### config.mk
export PLATFORM = sky130hd
export DESIGN_NAME = dma_err_tracker
export DESIGN_NICKNAME = d
export VERILOG_FILES = /design/src/rtl/dma_err_pkg.sv /design/src/rtl/dma_evt_decode.sv /design/src/rtl/dma_w1c_bank.sv /design/src/rtl/dma_err_regs.sv /design/src/rtl/dma_err_tracker.sv
export SDC_FILE = /design/constraint.sdc
export NUM_CORES = 1
export LEC_CHECK = 0
export BUFFER_PORTS_ARGS = -buffer_cell sky130_fd_sc_hd__buf_2
export CORE_AREA = 2 2 106 108
export CTS_BUF_LIST = sky130_fd_sc_hd__clkbuf_4 sky130_fd_sc_hd__clkbuf_8
export DETAILED_ROUTE_END_ITERATION = 16
export DIE_AREA = 0 0 108 110
export HOLD_SLACK_MARGIN = 0.05
export PLACE_DENSITY = 0.6
export RECOVER_POWER = 100
export SLEW_MARGIN = 20
export SYNTH_ARGS = -nofsm -noshare
export SYNTH_HDL_FRONTEND = slang
export SYNTH_HIERARCHICAL = 1
export SYNTH_SLANG_ARGS = --single-unit
### constraint.sdc
create_clock -name clk -period 1.9 [get_ports clk]
set_clock_uncertainty 0.15 [all_clocks]
set_input_delay 0.095 -clock clk [delete_from_list [all_inputs] [get_ports clk]]
set_output_delay 0.095 -clock clk [all_outputs]
set_load 0.02 [all_outputs]
### src/rtl/dma_err_pkg.sv
// Package: shared constants for the DMA error status tracker.
// Assumes byte offsets inside an 8-bit register window.
package dma_err_pkg;
    localparam int unsigned REG_ADDR_W = 8;
    localparam int unsigned REG_DATA_W = 32;
    localparam int unsigned CC_W       = 3;

    localparam logic [REG_ADDR_W-1:0] OFF_ALL_ERR  = 8'h48;
    localparam logic [REG_ADDR_W-1:0] OFF_BUS_ERR  = 8'h4C;
    localparam logic [REG_ADDR_W-1:0] OFF_BAD_DESC = 8'h50;

    localparam logic [CC_W-1:0] CC_INVALID = 3'b000;
endpackage

### src/rtl/dma_evt_decode.sv
// Module: turns a tagged event strobe into a one-hot channel vector.
// Assumes indices at or above NUM_CH are dropped (no bit is raised).
module dma_evt_decode #(
    parameter int unsigned NUM_CH = 24,
    parameter int unsigned IDX_W  = 5
) (
    input  logic              valid,
    input  logic [IDX_W-1:0]  chan,
    output logic [NUM_CH-1:0] hot
);
    // One comparator per channel; out-of-range indices match none.
    for (genvar i = 0; i < NUM_CH; i++) begin : g_dec
        assign hot[i] = valid && (chan == IDX_W'(i));
    end
endmodule

### src/rtl/dma_w1c_bank.sv
// Module: bank of sticky flags with per-bit set and clear.
// Assumes set has priority over clear in the same cycle.
module dma_w1c_bank #(
    parameter int unsigned NUM_CH = 24
) (
    input  logic              clk,
    input  logic              rst_n,
    input  logic [NUM_CH-1:0] set,
    input  logic [NUM_CH-1:0] clr,
    output logic [NUM_CH-1:0] flags
);
    // Sticky update: clear first, then OR in new sets so a set wins.
    always_ff @(posedge clk) begin
        if (!rst_n) flags <= '0;
        else        flags <= (flags & ~clr) | set;
    end
endmodule

### src/rtl/dma_err_regs.sv
// Module: register port for the three status views.
// Assumes a combinational read on reg_addr and a single-cycle write strobe.
module dma_err_regs
    import dma_err_pkg::*;
#(
    parameter int unsigned NUM_CH = 24
) (
    input  logic                  reg_wr,
    input  logic [REG_ADDR_W-1:0] reg_addr,
    input  logic [REG_DATA_W-1:0] reg_wdata,
    input  logic [NUM_CH-1:0]     bus_flags,
    input  logic [NUM_CH-1:0]     desc_flags,
    output logic [NUM_CH-1:0]     bus_clr,
    output logic [NUM_CH-1:0]     desc_clr,
    output logic [REG_DATA_W-1:0] reg_rdata
);
    logic [NUM_CH-1:0] wr_ones;
    assign wr_ones = reg_wdata[NUM_CH-1:0];

    // Reserved write bits are dropped on purpose.
    if (NUM_CH < REG_DATA_W) begin : g_rsvd
        logic unused_rsvd;
        assign unused_rsvd = ^reg_wdata[REG_DATA_W-1:NUM_CH];
    end

    // Clear decode: the combined view clears both banks.
    always_comb begin
        bus_clr  = '0;
        desc_clr = '0;
        if (reg_wr) begin
            unique case (reg_addr)
                OFF_ALL_ERR: begin
                    bus_clr  = wr_ones;
                    desc_clr = wr_ones;
                end
                OFF_BUS_ERR:  bus_clr  = wr_ones;
                OFF_BAD_DESC: desc_clr = wr_ones;
                default: ;
            endcase
        end
    end

    // Read mux: zero-extended flags, zero for unmapped offsets.
    always_comb begin
        unique case (reg_addr)
            OFF_ALL_ERR:  reg_rdata = REG_DATA_W'(bus_flags | desc_flags);
            OFF_BUS_ERR:  reg_rdata = REG_DATA_W'(bus_flags);
            OFF_BAD_DESC: reg_rdata = REG_DATA_W'(desc_flags);
            default:      reg_rdata = '0;
        endcase
    end
endmodule

### src/rtl/dma_err_tracker.sv
// Module: top of the DMA channel error status tracker.
// Captures bus errors and invalid descriptors per channel, serves three
// write-one-to-clear views and pulses a per-channel disable.
// Assumes event strobes are single-cycle and already synchronous to clk.
module dma_err_tracker
    import dma_err_pkg::*;
#(
    parameter int unsigned NUM_CH   = 24,
    parameter int unsigned CH_IDX_W = $clog2(NUM_CH)
) (
    input  logic                  clk,
    input  logic                  rst_n,
    input  logic                  berr_valid,
    input  logic [CH_IDX_W-1:0]   berr_chan,
    input  logic                  desc_valid,
    input  logic [CH_IDX_W-1:0]   desc_chan,
    input  logic [CC_W-1:0]       desc_cc,
    input  logic                  reg_wr,
    input  logic [REG_ADDR_W-1:0] reg_addr,
    input  logic [REG_DATA_W-1:0] reg_wdata,
    output logic [REG_DATA_W-1:0] reg_rdata,
    output logic [NUM_CH-1:0]     chan_disable
);
    logic              desc_bad;
    logic [NUM_CH-1:0] bus_hit, desc_hit;
    logic [NUM_CH-1:0] bus_clr, desc_clr;
    logic [NUM_CH-1:0] bus_flags, desc_flags;
    logic [NUM_CH-1:0] dis_q;

    // A descriptor is faulty only when its cycle-control field is zero.
    assign desc_bad = desc_valid && (desc_cc == CC_INVALID);

    dma_evt_decode #(.NUM_CH(NUM_CH), .IDX_W(CH_IDX_W)) u_bus_dec (
        .valid(berr_valid), .chan(berr_chan), .hot(bus_hit)
    );

    dma_evt_decode #(.NUM_CH(NUM_CH), .IDX_W(CH_IDX_W)) u_desc_dec (
        .valid(desc_bad), .chan(desc_chan), .hot(desc_hit)
    );

    dma_w1c_bank #(.NUM_CH(NUM_CH)) u_bus_bank (
        .clk(clk), .rst_n(rst_n), .set(bus_hit), .clr(bus_clr), .flags(bus_flags)
    );

    dma_w1c_bank #(.NUM_CH(NUM_CH)) u_desc_bank (
        .clk(clk), .rst_n(rst_n), .set(desc_hit), .clr(desc_clr), .flags(desc_flags)
    );

    dma_err_regs #(.NUM_CH(NUM_CH)) u_regs (
        .reg_wr(reg_wr), .reg_addr(reg_addr), .reg_wdata(reg_wdata),
        .bus_flags(bus_flags), .desc_flags(desc_flags),
        .bus_clr(bus_clr), .desc_clr(desc_clr), .reg_rdata(reg_rdata)
    );

    // Disable pulse: one cycle per captured event, independent of flag state.
    always_ff @(posedge clk) begin
        if (!rst_n) dis_q <= '0;
        else        dis_q <= bus_hit | desc_hit;
    end

    assign chan_disable = dis_q;
endmodule

Yosys cells after proc, flatten, opt, wreduce, memory -nomap -nowiden
Index checks and enable logic that the tools add are counted.
{ "op_classes": {"eq_ne": 49, "bitwise": 8, "muxes": 5, "reduce_logical": 54} }
{ "ops": {"columns": ["op", "count"], "rows": [
  ["24-bit two-way mux", 4],
  ["24-bit bitwise OR", 4],
  ["32-bit one-hot mux with 3 select lines", 1],
  ["5-bit by 4-bit equality test with 1-bit output (second input constant)", 16],
  ["5-bit equality test (second input constant)", 16],
  ["1-bit logical AND", 49],
  ["24-bit bitwise AND", 2],
  ["24-bit NOT", 2],
  ["5-bit by 3-bit equality test with 1-bit output (second input constant)", 8],
  ["8-bit by 7-bit equality test with 1-bit output (second input constant)", 3],
  ["5-bit by 2-bit equality test with 1-bit output (second input constant)", 4],
  ["5-bit by 1-bit equality test with 1-bit output (second input constant)", 2],
  ["5-bit logical NOT", 2],
  ["2-bit OR reduction", 2],
  ["3-bit logical NOT", 1]
]} }
{ "word_totals": {"reg_bits": 72, "in_bits": 58, "word_cells": 119, "output_inout_bits": 56} }

Logic depth before layout (Yosys ltp)
{ "depth": {"ltp_word": 7, "ltp_mapped": 7, "depth_no_buf": 5} }

By module
Netlist, hierarchy kept.
{ "by_module_without_submodules": {"columns": ["module", "cells_per_inst", "seq_area_each_um2", "area_per_inst_um2", "n_inst"], "rows": [
  ["dma_w1c_bank", 74, 480.5, 833.3, 2],
  ["dma_err_regs", 154, 0.0, 773.2, 1],
  ["dma_err_tracker", 51, 480.5, 691.9, 1],
  ["dma_evt_decode", 35, 0.0, 177.7, 2]
]} }

Worst setup path after synthesis
No wires, ideal clock.
{ "synth_path": {"kind": "input to register", "from": "input desc_cc[1]", "to": "register dis_q[1] (netlist: chan_disable[1])", "path_slack_ns": 0.183, "setup_time_ns": 0.058, "required_time_ns": 1.692, "stages": 4, "arrival_ns": 1.509, "n_path_buf": 0, "cell_sequence": "nor4b_1 > or4b_1 > nor2_1 > o21a_1"} }
{ "synth_via": {"elab_chain_cells": 4} }
{ "synth_rtl": {"columns": ["element", "line_no", "rtl"], "rows": [
  ["from (decl)", "dma_err_tracker.sv:17", "input logic [CC_W-1:0] desc_cc,"],
  ["3-bit logical NOT", "dma_err_tracker.sv:31", "assign desc_bad = desc_valid && (desc_cc == CC_INVALID);"],
  ["1-bit logical AND", "dma_err_tracker.sv:31", null],
  ["1-bit logical AND", "dma_evt_decode.sv:13", "assign hot[i] = valid && (chan == IDX_W'(i));"],
  ["via desc_hit[1]", "dma_err_tracker.sv:25", "logic [NUM_CH-1:0] bus_hit, desc_hit;"],
  ["24-bit bitwise OR", "dma_err_tracker.sv:58", "else dis_q <= bus_hit | desc_hit;"],
  ["to (signal assigned)", "dma_err_tracker.sv:58", null],
  ["to (decl)", "dma_err_tracker.sv:28", "logic [NUM_CH-1:0] dis_q;"]
]} }
The timed path passes the listed nets, and every way through them passes these cells.
A chain may end at the register's enable or synchronous reset.

Worst setup path in the final report
{ "layout_path": {"from": "input reg_addr[7]", "to": "output reg_rdata[20]"} }
{ "layout_via": {"elab_chain_cells": 2, "word_cells_on_any_way": 4, "cone_classes": "eq/ne (3); mux (1)"} }
{ "layout_rtl": {"columns": ["element", "line_no", "rtl"], "rows": [
  ["from (decl)", "dma_err_tracker.sv:19", "input logic [REG_ADDR_W-1:0] reg_addr,"],
  ["8-bit by 7-bit equality test with 1-bit output", "dma_err_regs.sv:45", "unique case (reg_addr)"],
  ["32-bit one-hot mux with 3 select lines *", "dma_err_regs.sv:45", null],
  ["to (decl)", "dma_err_tracker.sv:21", "output logic [REG_DATA_W-1:0] reg_rdata,"]
]} }
Mark *: on every way between the ends. The rest lies on a longest branch, timed or not.

==> key figures <==
Setup path
  – Number of cells on the worst reg-to-reg path: 2
  – Endpoint kind of the worst setup timing path: output port
  – Critical path data arrival time: 1.45 ns
  – Category of the critical setup timing path: in2out
  – Startpoint of the lowest-slack register-to-register path: u_bus_bank/flags[15]$_SDFF_PN0_
  – Register-to-register setup slack: 1.04 ns
  – Data required time at the worst endpoint: 1.65 ns
  – Reg-to-reg endpoint: u_bus_bank/flags[15]$_SDFF_PN0_
  – Startpoint kind of the worst setup timing path: input pin
  – Maximum fanout encountered on the critical timing path: 24

Placement
  – Detailed-placement wirelength estimate: 7.21 mm
  – Final Wtd Congestion: 0.749
  – Count of port buffers added during placement: 97
  – Number of placed instances, taps included: 643

Timing
  – Relative slew margins: 56.3%
  – Max Clk Rate: 591 MHz
  – Number of endpoints with negative hold slack in the final report: 0
  – Worst slew pin tran: 0.655 ns
  – Total negative slack for setup checks: 0 ns
  – Final worst-path cycle share: 89.1%
  – Finish-stage setup viols: 0
  – Final slew viol count: 0
  – Shortest clock period the worst path allows after layout: 1.69 ns
  – RSZ-0062 raised after global routing: false
  – Worst hold margin: 0.0566 ns

Finish
  – Non-filler instance count after layout: 671
  – N_diodes: 0
  – Net count, final: 584
  – Filler cell count: 1,148
  – Share of cells above drive strength 1: 14.5%
  – Signed area change from the synthesized netlist to the final layout: 24.1%

Drt
  – First-iteration detailed-routing DRC count: 164
  – Number of remaining DRC errors: 0
  – Router iterations before antenna repair: 4
  – Post-detailed-route wirelength per cell: 16.3 um
  – Via Count: 3,302
  – Average vias per placed instance: 4.92
  – Count of nets left with antenna violations after detail routing: 0
  – Post-Route WL: 10.9 mm

Pwr
  – Final Total Pwr: 3.17 mW
  – Static Leakage: 1.67 nW
  – Power per standard cell area: 732 nW/um^2
  – Highest ir drop seen on vdd: 0.455 mV

Global route
  – Number of antenna violations at the first check in global routing: 0
  – Wire length of the first global-routing pass: 16.9 mm
  – Via count of the first global-routing pass: 3,315
  – Maximum number of pins on one net before global-route repair: 73
  – Remaining global-route overflow: 0
  – Total routing usage reported by global routing: 18.6%

Synth
  – Number of instances in the synthesized netlist: 423
  – Synthesis warning total: 6
  – Area share of fa/ha/maj cells after synthesis: 0%
  – Post-synthesis average cell area: 8.24 um^2
  – Netlist Area Pre-Place: 3490 um^2
  – Main combinational cell family by area after synthesis: simple AND/OR/NAND/NOR gates
  – Number of storage elements in the synthesis netlist: 72
  – Distinct cell type count after synthesis: 23
  – Synthesized-area fraction occupied by ao, oa, aoi and oai cells: 21.5%
  – Simple-Gate Fraction of Synth Area: 30.5%
  – Part of the Yosys area used for sequential elements: 41.3%
  – Portion of netlist area occupied by mux cells: 0%
  – Xor/xnor cell area share of the yosys netlist: 0.251%

Clocking
  – Clock Tree Root: sky130_fd_sc_hd__clkbuf_8
  – Buffers from clock root to sink, at most: 2
  – Clock-pin slew on the worst setup and hold paths: 0.08 ns
  – TritonCTS clock tree: built
  – Post-CTS setup buffer count: 0
  – # H-tree levels: 3
  – CTS buffer count: 9
  – Clock sinks: 72
  – Clock latency reported for the late side of the worst-skew pair: 0.34 ns

Run
  – Number of max-cap violations: 0

Run status
  – Run status: completed

Die
  – Starting utilization of the core area: 32.6%
  – DIE WIDTH: 108 um
  – Overall die height: 110 um
  – Cell Rows: 38
  – Area of the core: 10,700 um^2
  – Count of boundary I/O pins: 114
  – Die Outline Area: 11,900 um^2

Hold path
  – Count of cells along the worst hold path: 5
  – Hold endpoint: u_bus_bank/flags[2]$_SDFF_PN0_
  – Hold WC Path Type: in2reg
  – Startpoint of the most critical hold path: reg_wdata[2]
## registers in the layout (all words and copies together), names as in the netlist
| name | count |
|---|---|
| u_bus_bank/flags | 24 |
| chan_disable | 24 |
| u_desc_bank/flags | 24 |
## per-stage QoR
stage / utilization [%] / area (um^2) / worst slack [ns]
after floorplan: - / 3510 / 0.183
after global placement: 37.9 / 4050 / 0.237
after detailed placement: 37.9 / 4050 / 0.235
after CTS: 41.1 / 4390 / 0.281
after global routing: 40.5 / 4330 / 0.0951
final: 40.5 / 4330 / 0.208
## Yosys cell counts (all sizes together)
cell type  count  area share (%)
nor3           1            0.14
nor4           1            0.18
clkbuf        12             1.3
nor4b          1            0.25
buf           20             4.9
or4b           3            0.86
conb           1            0.11
nor2b         50             9.0
o21a          72              16
a32oi         24             6.0
inv            1            0.11
xor2           1            0.25
nand4b         4             1.0
nor2         120              13
nand2         26             2.8
nand2b         4            0.72
or2            2            0.36
nand3          2            0.29
dfxtp         72              41
nand4bb        6             1.9
## final cells by class
class | count | area (um^2) | area share, %
multi-input combinational | 325 | 1860 | 43.0
sequential | 72 | 1440 | 33.3
clock inverter | 6 | 82.6 | 1.91
timing repair buffer | 117 | 624 | 14.4
inverter | 1 | 3.75 | 0.0867
clock buffer | 10 | 138 | 3.18
tap | 140 | 175 | 4.05
## logic make-up after synthesis
| logic type | after synthesis |
|---|---|
| flops | 72 |
| simple gates | 220 |
| xor+xnor | 1 |
| other cells | 1 |
| compound gates | 96 |
| buf+inv | 33 |
## critical path: stages
cell                       delay [ns]
sky130_fd_sc_hd__buf_2           0.10
sky130_fd_sc_hd__nor2b_2         0.14
sky130_fd_sc_hd__or4b_1          0.45
sky130_fd_sc_hd__buf_4           0.24
sky130_fd_sc_hd__nor2_1          0.16
sky130_fd_sc_hd__clkbuf_1        0.25
## worst max-delay path by stage
stage / to / slack [ns] / cells after the start / start
finish: reg_rdata[20] / 0.21 / 6 / reg_addr[7]
global route: reg_rdata[6] / 0.1 / 6 / reg_addr[7]
CTS: reg_rdata[20] / 0.28 / 6 / reg_addr[7]
detailed placement: chan_disable[1]$_SDFF_PN0_ / 0.23 / 5 / desc_cc[1]
global placement: chan_disable[1]$_SDFF_PN0_ / 0.24 / 5 / desc_cc[1]
floorplan: chan_disable[1]$_SDFF_PN0_ / 0.18 / 4 / desc_cc[1]
## where the power goes
group / switching, mW / internal [mW]
Clock: 0.573 / 0.768
Sequential: 0.00434 / 1.52
Combinational: 0.194 / 0.109
Total: 0.772 / 2.40
## per-layer routing
layer,share of wire (%),global-route usage (%),wire (um),up-vias
li1,-,-,-,1621
met1,46,24.3,4990,1533
met2,47,30.4,5100,131
met3,6.6,4.41,722,17
met4,1.0,6.23,114,0
met5,0,0,0,-
## cell usage in the layout (no fill, tap or decap)
cell and count:
sky130_fd_sc_hd__a32oi_1 24, sky130_fd_sc_hd__buf_12 2, sky130_fd_sc_hd__buf_2 49, sky130_fd_sc_hd__buf_4 4, sky130_fd_sc_hd__bufinv_16 2, sky130_fd_sc_hd__clkbuf_1 49, sky130_fd_sc_hd__clkbuf_2 1, sky130_fd_sc_hd__clkbuf_8 10
sky130_fd_sc_hd__clkinv_2 3, sky130_fd_sc_hd__clkinvlp_4 1, sky130_fd_sc_hd__conb_1 8, sky130_fd_sc_hd__dfxtp_1 72, sky130_fd_sc_hd__dlygate4sd3_1 12, sky130_fd_sc_hd__inv_1 1, sky130_fd_sc_hd__nand2_1 26, sky130_fd_sc_hd__nand2b_1 4
sky130_fd_sc_hd__nand3_1 2, sky130_fd_sc_hd__nand4b_1 4, sky130_fd_sc_hd__nand4bb_1 6, sky130_fd_sc_hd__nor2_1 120, sky130_fd_sc_hd__nor2b_1 48, sky130_fd_sc_hd__nor2b_2 2, sky130_fd_sc_hd__nor3_1 1, sky130_fd_sc_hd__nor4_1 1
sky130_fd_sc_hd__nor4b_1 1, sky130_fd_sc_hd__o21a_1 72, sky130_fd_sc_hd__or2_2 2, sky130_fd_sc_hd__or4b_1 3, sky130_fd_sc_hd__xor2_2 1
## repair_timing
action,CTS,global route
resized for setup,0,0
endpoints found under the hold margin,17,0
hold buffers,12,0
endpoints found under the setup margin,0,0
Power figures use the tool's default switching activity.
